`src/rtl/samp_clk_pkg.sv`:
```
package samp_clk_pkg;

    parameter int MCLK_HZ    = 24_576_000;
    parameter int RATE_W     = 16;
    parameter int MAG_W      = 8;
    parameter int REG_W      = 16;
    parameter int TICK_DIV   = 8;
    parameter int STEPS_PER_PERIOD = 3000;
    parameter logic [RATE_W-1:0] RATE_DEF = 16'hBB80;

    localparam int SHIFT_STEP = MCLK_HZ / STEPS_PER_PERIOD;
    localparam int ACC_W      = $clog2(MCLK_HZ + (1 << RATE_W) + SHIFT_STEP) + 1;
    localparam int DIV_W      = $clog2(TICK_DIV);
    localparam int RSV_W      = REG_W - MAG_W - 1;

    typedef enum logic [1:0] {
        ADJ_NONE = 2'd0,
        ADJ_FWD  = 2'd1,
        ADJ_BACK = 2'd2
    } adj_e;

    typedef struct packed {
        logic             dir;
        logic [MAG_W-1:0] mag;
    } shift_t;

    typedef struct packed {
        logic [ACC_W-2:0] acc;
        logic             fwd;
        logic             back;
    } acc_step_t;

    function automatic acc_step_t acc_advance(input logic [ACC_W-2:0] acc,
                                              input logic [RATE_W-1:0] rate,
                                              input adj_e adj);
        logic signed [ACC_W-1:0] sum;
        logic signed [ACC_W-1:0] step;
        logic signed [ACC_W-1:0] modv;
        logic signed [ACC_W-1:0] nxt;
        acc_step_t               res;
        modv = ACC_W'(MCLK_HZ);
        case (adj)
            ADJ_FWD:  step = ACC_W'(SHIFT_STEP);
            ADJ_BACK: step = -ACC_W'(SHIFT_STEP);
            default:  step = '0;
        endcase
        sum = $signed({1'b0, acc}) + $signed({{(ACC_W-RATE_W){1'b0}}, rate}) + step;
        res.fwd  = 1'b0;
        res.back = 1'b0;
        if (sum >= modv) begin
            nxt     = sum - modv;
            res.fwd = 1'b1;
        end else if (sum[ACC_W-1]) begin
            nxt      = sum + modv;
            res.back = 1'b1;
        end else begin
            nxt = sum;
        end
        res.acc = nxt[ACC_W-2:0];
        return res;
    endfunction

endpackage

```
`src/rtl/samp_clk_regs.sv`:
```
module samp_clk_regs
    import samp_clk_pkg::*;
(
    input  logic              clk,
    input  logic              rst,
    input  logic              pwr_dn,
    input  logic              gen_en,
    input  logic              wr_en,
    input  logic              wr_sel,
    input  logic [REG_W-1:0]  wr_data,
    output logic [RATE_W-1:0] rate_q,
    output logic              shift_clr,
    output logic              shift_load,
    output shift_t            shift_wdata
);

    logic rate_hold;

    assign rate_hold   = rst | pwr_dn;
    assign shift_clr   = rst | pwr_dn | ~gen_en;
    assign shift_load  = wr_en & wr_sel & ~shift_clr;
    assign shift_wdata = '{dir: wr_data[MAG_W], mag: wr_data[MAG_W-1:0]};

    always_ff @(posedge clk) begin
        if (rate_hold) begin
            rate_q <= RATE_DEF;
        end else if (wr_en && !wr_sel) begin
            rate_q <= wr_data[RATE_W-1:0];
        end
    end

    // power-down forces the rate word back to its default
    a_r3_rate_default: assert property (@(posedge clk) disable iff (rst)
        pwr_dn |=> (rate_q == RATE_DEF));

    // no shift load can get through while the register is locked
    a_r5_no_load_when_locked: assert property (@(posedge clk) disable iff (rst)
        shift_clr |-> !shift_load);

endmodule

```
`src/rtl/samp_clk_shift.sv`:
```
module samp_clk_shift
    import samp_clk_pkg::*;
(
    input  logic   clk,
    input  logic   rst,
    input  logic   clr,
    input  logic   load,
    input  shift_t wdata,
    output shift_t state_q,
    output adj_e   adj
);

    logic [DIV_W-1:0] div_q;
    logic             tick;

    assign tick = (div_q == DIV_W'(TICK_DIV - 1)) && (state_q.mag != '0) && !clr && !load;

    always_comb begin
        if (!tick)              adj = ADJ_NONE;
        else if (state_q.dir)   adj = ADJ_BACK;
        else                    adj = ADJ_FWD;
    end

    always_ff @(posedge clk) begin
        if (clr) begin
            state_q <= '0;
            div_q   <= '0;
        end else if (load) begin
            state_q <= wdata;
            div_q   <= '0;
        end else begin
            div_q <= (div_q == DIV_W'(TICK_DIV - 1)) ? '0 : div_q + 1'b1;
            if (tick) begin
                state_q.mag <= state_q.mag - 1'b1;
            end
        end
    end

    // a locked register is empty on the following cycle
    a_r5_cleared: assert property (@(posedge clk) disable iff (rst)
        clr |=> (state_q == '0));

    // without a load, the magnitude only ever drops by one
    a_r6_single_step: assert property (@(posedge clk) disable iff (rst)
        (!clr && !load) |=> ((state_q.mag == $past(state_q.mag)) ||
                             (state_q.mag == $past(state_q.mag) - 1'b1)));

    // no decrement except at the end of an eight-cycle prescaler run
    a_r6_paced: assert property (@(posedge clk) disable iff (rst)
        (!clr && !load && div_q != DIV_W'(TICK_DIV - 1)) |=> $stable(state_q));

endmodule

```
`src/rtl/samp_clk_acc.sv`:
```
module samp_clk_acc
    import samp_clk_pkg::*;
(
    input  logic              clk,
    input  logic              rst,
    input  logic [RATE_W-1:0] rate,
    input  adj_e              adj,
    output logic              strobe
);

    localparam logic [ACC_W-2:0] MOD_U = (ACC_W-1)'(MCLK_HZ);

    logic [ACC_W-2:0] acc_q;
    logic             debt_q;
    acc_step_t        nxt;

    always_comb nxt = acc_advance(acc_q, rate, adj);

    always_ff @(posedge clk) begin
        if (rst) begin
            acc_q  <= '0;
            debt_q <= 1'b0;
            strobe <= 1'b0;
        end else begin
            acc_q  <= nxt.acc;
            strobe <= nxt.fwd & ~debt_q;
            if (nxt.back)     debt_q <= 1'b1;
            else if (nxt.fwd) debt_q <= 1'b0;
        end
    end

    // the phase stays inside one modulus
    a_r10_acc_in_range: assert property (@(posedge clk) disable iff (rst)
        acc_q < MOD_U);

    // strobes never come back to back
    a_r1_no_double: assert property (@(posedge clk) disable iff (rst)
        strobe |=> !strobe);

    // a backward crossing withholds the strobe of the next wrap
    a_r10_debt_silent: assert property (@(posedge clk) disable iff (rst)
        debt_q |=> !strobe);

endmodule

```
`src/rtl/samp_clk_gen.sv`:
```
module samp_clk_gen
    import samp_clk_pkg::*;
(
    input  logic        clk,
    input  logic        rst,
    input  logic        pwr_dn,
    input  logic        gen_en,
    input  logic        wr_en,
    input  logic        wr_sel,
    input  logic [15:0] wr_data,
    input  logic        rd_sel,
    output logic [15:0] rd_data,
    output logic        strobe
);

    logic [RATE_W-1:0] rate_q;
    logic              shift_clr;
    logic              shift_load;
    shift_t            shift_wdata;
    shift_t            shift_q;
    adj_e              adj;

    samp_clk_regs u_regs (
        .clk         (clk),
        .rst         (rst),
        .pwr_dn      (pwr_dn),
        .gen_en      (gen_en),
        .wr_en       (wr_en),
        .wr_sel      (wr_sel),
        .wr_data     (wr_data),
        .rate_q      (rate_q),
        .shift_clr   (shift_clr),
        .shift_load  (shift_load),
        .shift_wdata (shift_wdata)
    );

    samp_clk_shift u_shift (
        .clk     (clk),
        .rst     (rst),
        .clr     (shift_clr),
        .load    (shift_load),
        .wdata   (shift_wdata),
        .state_q (shift_q),
        .adj     (adj)
    );

    samp_clk_acc u_acc (
        .clk    (clk),
        .rst    (rst),
        .rate   (rate_q),
        .adj    (adj),
        .strobe (strobe)
    );

    always_comb begin
        if (rd_sel) rd_data = {{RSV_W{1'b0}}, shift_q.dir, shift_q.mag};
        else        rd_data = {{(REG_W-RATE_W){1'b0}}, rate_q};
    end

endmodule

```
`config.mk`:
```
export PLATFORM = sky130hd
export DESIGN_NAME = samp_clk_gen
export DESIGN_NICKNAME = d
export VERILOG_FILES = /design/src/rtl/samp_clk_pkg.sv /design/src/rtl/samp_clk_regs.sv /design/src/rtl/samp_clk_shift.sv /design/src/rtl/samp_clk_acc.sv /design/src/rtl/samp_clk_gen.sv
export SDC_FILE = /design/constraint.sdc
export NUM_CORES = 1
export LEC_CHECK = 0
export BUFFER_PORTS_ARGS = -buffer_cell sky130_fd_sc_hd__buf_2
export CAP_MARGIN = 20
export CORE_MARGIN = 5
export CORE_UTILIZATION = 50
export DETAILED_ROUTE_END_ITERATION = 8
export MAX_ROUTING_LAYER = met4
export PLACE_DENSITY = 0.68
export SYNTH_ARGS = -nofsm -noshare
export SYNTH_HDL_FRONTEND = slang
export SYNTH_SLANG_ARGS = --single-unit
```
`constraint.sdc`:
```
create_clock -name clk -period 18.77 [get_ports clk]
set_clock_uncertainty 0.2 [all_clocks]
set_input_delay 4.6925 -clock clk [delete_from_list [all_inputs] [get_ports clk]]
set_output_delay 4.6925 -clock clk [all_outputs]
set_load 0.01 [all_outputs]
```
# [Yosys cells after proc, flatten, opt, wreduce, memory -nomap -nowiden]
# Index checks and enable logic that the tools add are counted.
[totals] output_inout_bits=17 ff_bits=55
[op_classes] n_mux=13 reduce_logical=11 eq_ne=3 n_addsub=6 bitwise_logic=8 n_lt_le_gt_ge=1
[ops] cell="$pmux 26 s2" count=1
[ops] cell="$mux 25" count=2
[ops] cell="$add 25x16->26" count=1
[ops] cell="$add 26x26->26" count=1
[ops] cell="$ge 26x26->1 const B" count=1
[ops] cell="$add 25x25->25 const B" count=1
[ops] cell="$sub 25x25->25 const B" count=1
[ops] cell="$mux 16" count=1
[ops] cell="$mux 8" count=2
[ops] cell="$reduce_bool 8->1" count=1
[ops] cell="$sub 8x1->8 const B" count=1
[ops] cell="$mux 1" count=5
[ops] cell="$logic_and 1x1->1" count=4
[ops] cell="$mux 2" count=2
[ops] cell="$reduce_bool 2->1" count=2
[ops] cell="$add 3x1->3 const B" count=1
[ops] cell="$and 1x1->1" count=3
[ops] cell="$eq 3x3->1 const B" count=1
[ops] cell="$logic_not 1->1" count=3
[ops] cell="$not 1->1" count=3
[ops] cell="$reduce_or 3->1" count=1
[ops] cell="$eq 2x1->1 const B" count=1
[ops] cell="$eq 2x2->1 const B" count=1
[ops] cell="$or 1x1->1" count=2

# [Logic depth before layout (Yosys ltp)]
[logic_depth] word_depth=14 depth_mapped=23 ltp_nobuf=22

# [By module]
# From an unflattened synthesis, not the netlist that was laid out.
[unflattened] hier_cells=530 hier_area_um2=4548.1
[modules_own_cells] mod="samp_clk_acc" area_each_um2=2951.6 cells_each=352 seq_area_each_um2=540.5 instances=1
[modules_own_cells] mod="samp_clk_regs" area_each_um2=713.2 cells_each=85 seq_area_each_um2=320.3 instances=1
[modules_own_cells] mod="samp_clk_shift" area_each_um2=683.2 cells_each=75 seq_area_each_um2=240.2 instances=1
[modules_own_cells] mod="samp_clk_gen" area_each_um2=200.2 cells_each=18 seq_area_each_um2=0.0 instances=1

# [Least setup slack after synthesis]
# Ideal clock, no wire load.
[synth_path] path_kind="in2out" startpoint="input port rd_sel" endpoint="output port rd_data[6]" arrival_time_ns=5.636 slack_ns=8.242 path_buffers=2 required_time_ns=13.877 stages=3 cell_sequence="clkbuf_1 -> clkbuf_1 -> mux2_2"
[synth_via] elab_chain_cells=1
[synth_lines] element="from (decl)" line="samp_clk_gen.sv:11" text="input logic rd_sel,"
[synth_lines] element="$mux 16" line="samp_clk_gen.sv:56" text="if (rd_sel) rd_data = {{RSV_W{1'b0}}, shift_q.dir, shift_q.mag};"
[synth_lines] element="to (decl)" line="samp_clk_gen.sv:12" text="output logic [15:0] rd_data,"
# No other way between the ends.

# [Worst setup path after layout]
[layout_path] startpoint="input port rd_sel" endpoint="output port rd_data[0]"
# The elaborated chain is that of the path after synthesis.

==> reports/summary.txt <==
DRT iter0 DRCs = 217
Routed Antenna Nets = 0
Post-Layout Cell Count = 656
Cts repair resizes = 0
Req. time, crit path = 13.88 ns
Critical path class = in -> out
Seq pwr share = 32.4%
Slew Limit Fails = 0
CTS hold repair buffers = 0
Worst-path clk slew = 0.11 ns
First drt pass iteration count = 4
Initial antenna violation count = 0
Vert. Die Dim = 103 microns
Routed vias/inst = 5.97
Die extent in x = 103 microns
Total number of vias = 3914
Syn nets = 593
Total track usage = 21.0%
Pwr Total = 0.000414 W
RSZ-0062 raised after global routing = no
Synth cell types = 74
Register area share after synthesis = 25.3%
Global route overflow = 0
Clock sink count = 55
Area contributors post-synth = dfxtp_1, ha_1, nand2_1, a21oi_1, nor2_1
Routability cong. = 0.894
Vias in the first global route = 3624
Slew @ Worst Pin = 0.718 ns
Dominant cell type by area after synthesis = dfxtp_1
Async set-reset flop share out of synthesis = 0%
Setup slack after placement = 8.34 ns
Int Power = 0.000245 W
Worst Setup Start Kind = input pin
Clock network fraction of total power = 21.1%
IO Port Bufs = 39
Dpl cells = 647
Final HPWL DP = 8.13 mm
Row cnt = 34
Psw = 0.000168 W
Cell Pwr Density = 87.4 nW/um^2
Global-route wire length before repair = 17.3 mm
Sw frac = 40.7%
Mapped Area = 4350 sq um
Top Ports = 40
Fmax = 95.9 MHz
Core Area = 8590 sq um
Routed length per instance = 15.8 microns
Gate Count Post-Synth = 520
Status = finished clean
Fin nets = 620
#FFs+latches synth = 55
Type of destination of the critical path = primary output
Total wire length = 10.3 mm
Cts bufs inserted = 5
Critical Path AT = 5.53 ns
Antenna Cells = 0
Setup_tns = 0 ns
Combinational cell fraction of total power = 46.5%
Crit share post-route = 55.5%
Relative slew slack = 52.0%
Tmin final = 10.43 ns
Synthesis Warnings = 0
Post-synth EDFFs = 0
Largest net degree at the start of global routing = 29
Starting density of the core = 50.7%
Setup Viol. Count Final = 0
Leakage = 2.15 nW
Layout cells sized above 1 = 14.6%
Final hold violations = 0
Max Buffers Root-to-Sink = 2
Clk_lat worst skew = 0.32 ns
Area grow syn2layout = 8.77%
Avg Inst Size Synth = 8.37 sq um
H-tree depth = 2
Die area = 10700 sq um
Worst Hold Margin = 0.243 ns
CTS tree = done
Post-CTS Setup Bufs = 0
Clk root buf = clkbuf_8
Crit-path max FO = 16
Top FF cell, synth = dfxtp_1
Residual DRC = 0
Post-layout worst setup margin = 8.34 ns
Peak VDD IR = 42.1 uV
Total of max-cap violations = 0
Worst Hold Class = reg -> reg
Synth top area share = 25.3%
[final timing paths]
kind,from,to,slack (ns),cells past startpoint
worst max-delay path,rd_sel,rd_data[0],8.34,3
worst min-delay path,u_acc.debt_q,u_acc.strobe,0.24,1
worst max register to register,u_shift.state_q[4],u_acc.acc_q[20],12.94,17
worst min register to register,u_acc.debt_q,u_acc.strobe,0.24,1
[sequential cells by signal, summed over array words and instances, names as in the netlist]
signal and cells:
u_acc.acc_q 25, u_regs.rate_q 16, u_acc.strobe 1, u_acc.debt_q 1, u_shift.div_q 3, u_shift.state_q 9
[critical path, stage by stage]
cell and delay [ns]:
buf_2 0.31, mux2_2 0.39, buf_2 0.14
[layer usage]
metal  up-vias  global-route usage (%)  wire (microns)
li1       1946                       -               -
met3        15                    3.55             555
met2       111                    32.3            4510
met1      1842                    28.3            5110
met4         0                    5.88             176
met5         -                       -               0
[Yosys cell counts (all sizes together), types with 5 or more instances]
cell    count
nor3       10
a21o       12
dfxtp      55
nand3      18
a211oi     11
and2        6
mux2i       5
nor2       43
clkbuf     14
and3       12
o211ai     10
ha         48
mux2       11
inv        11
nor2b      15
nor4        6
o21a        5
xnor2      19
a21oi      42
buf         7
xor2       11
nand2      72
o21ai      13
[area by class of cell]
type | instances | area, sq um
fill | 834 | 3860
multi-input combinational | 433 | 3120
sequential | 55 | 1100
timing repair buffer | 41 | 210
tap | 108 | 135
clock buffer | 5 | 68.8
clock inverter | 3 | 55.1
inverter | 11 | 41.3
[kinds of logic after synthesis]
logic type	Yosys count	synth area share [%]
flops	55	25.3
mux	16	4.00
simple gates	208	23.7
buf+inv	32	2.96
fa+ha+maj	50	14.7
compound gates	129	22.5
xor+xnor	30	6.81
[per-stage QoR]
step / area, sq um / utilization [%]
global route: 4730 / 55.1
floorplan: 4350 / -
detailed placement: 4600 / 53.6
finish: 4730 / 55.1
global placement: 4600 / 53.6
CTS: 4730 / 55.0
[power groups by stage]
stage	clock [W]	combinational (W)	sequential [W]
after floorplan	0	0.000155	0.000134
after global placement	0	0.000188	0.000136
after detailed placement	0	0.000191	0.000137
after CTS	0.0000897	0.000192	0.000134
after global routing	0.0000958	0.000217	0.000135
final	0.0000874	0.000192	0.000134
[cell usage in the layout (no fill, tap or decap), drive strengths merged, types with 4 or more instances in the layout]
cell,instances
nand2,72
dfxtp,55
ha,48
nor2,43
a21oi,42
buf,41
xnor2,19
nand3,18
nor2b,15
o21ai,13
a21o,12
and3,12
inv,11
mux2,11
xor2,11
a211oi,11
o211ai,10
nor3,10
and2,6
nor4,6
o21a,5
mux2i,5
clkbuf,5
or3,4
a2111oi,4
No activity file was read; power rests on OpenSTA's default activity.
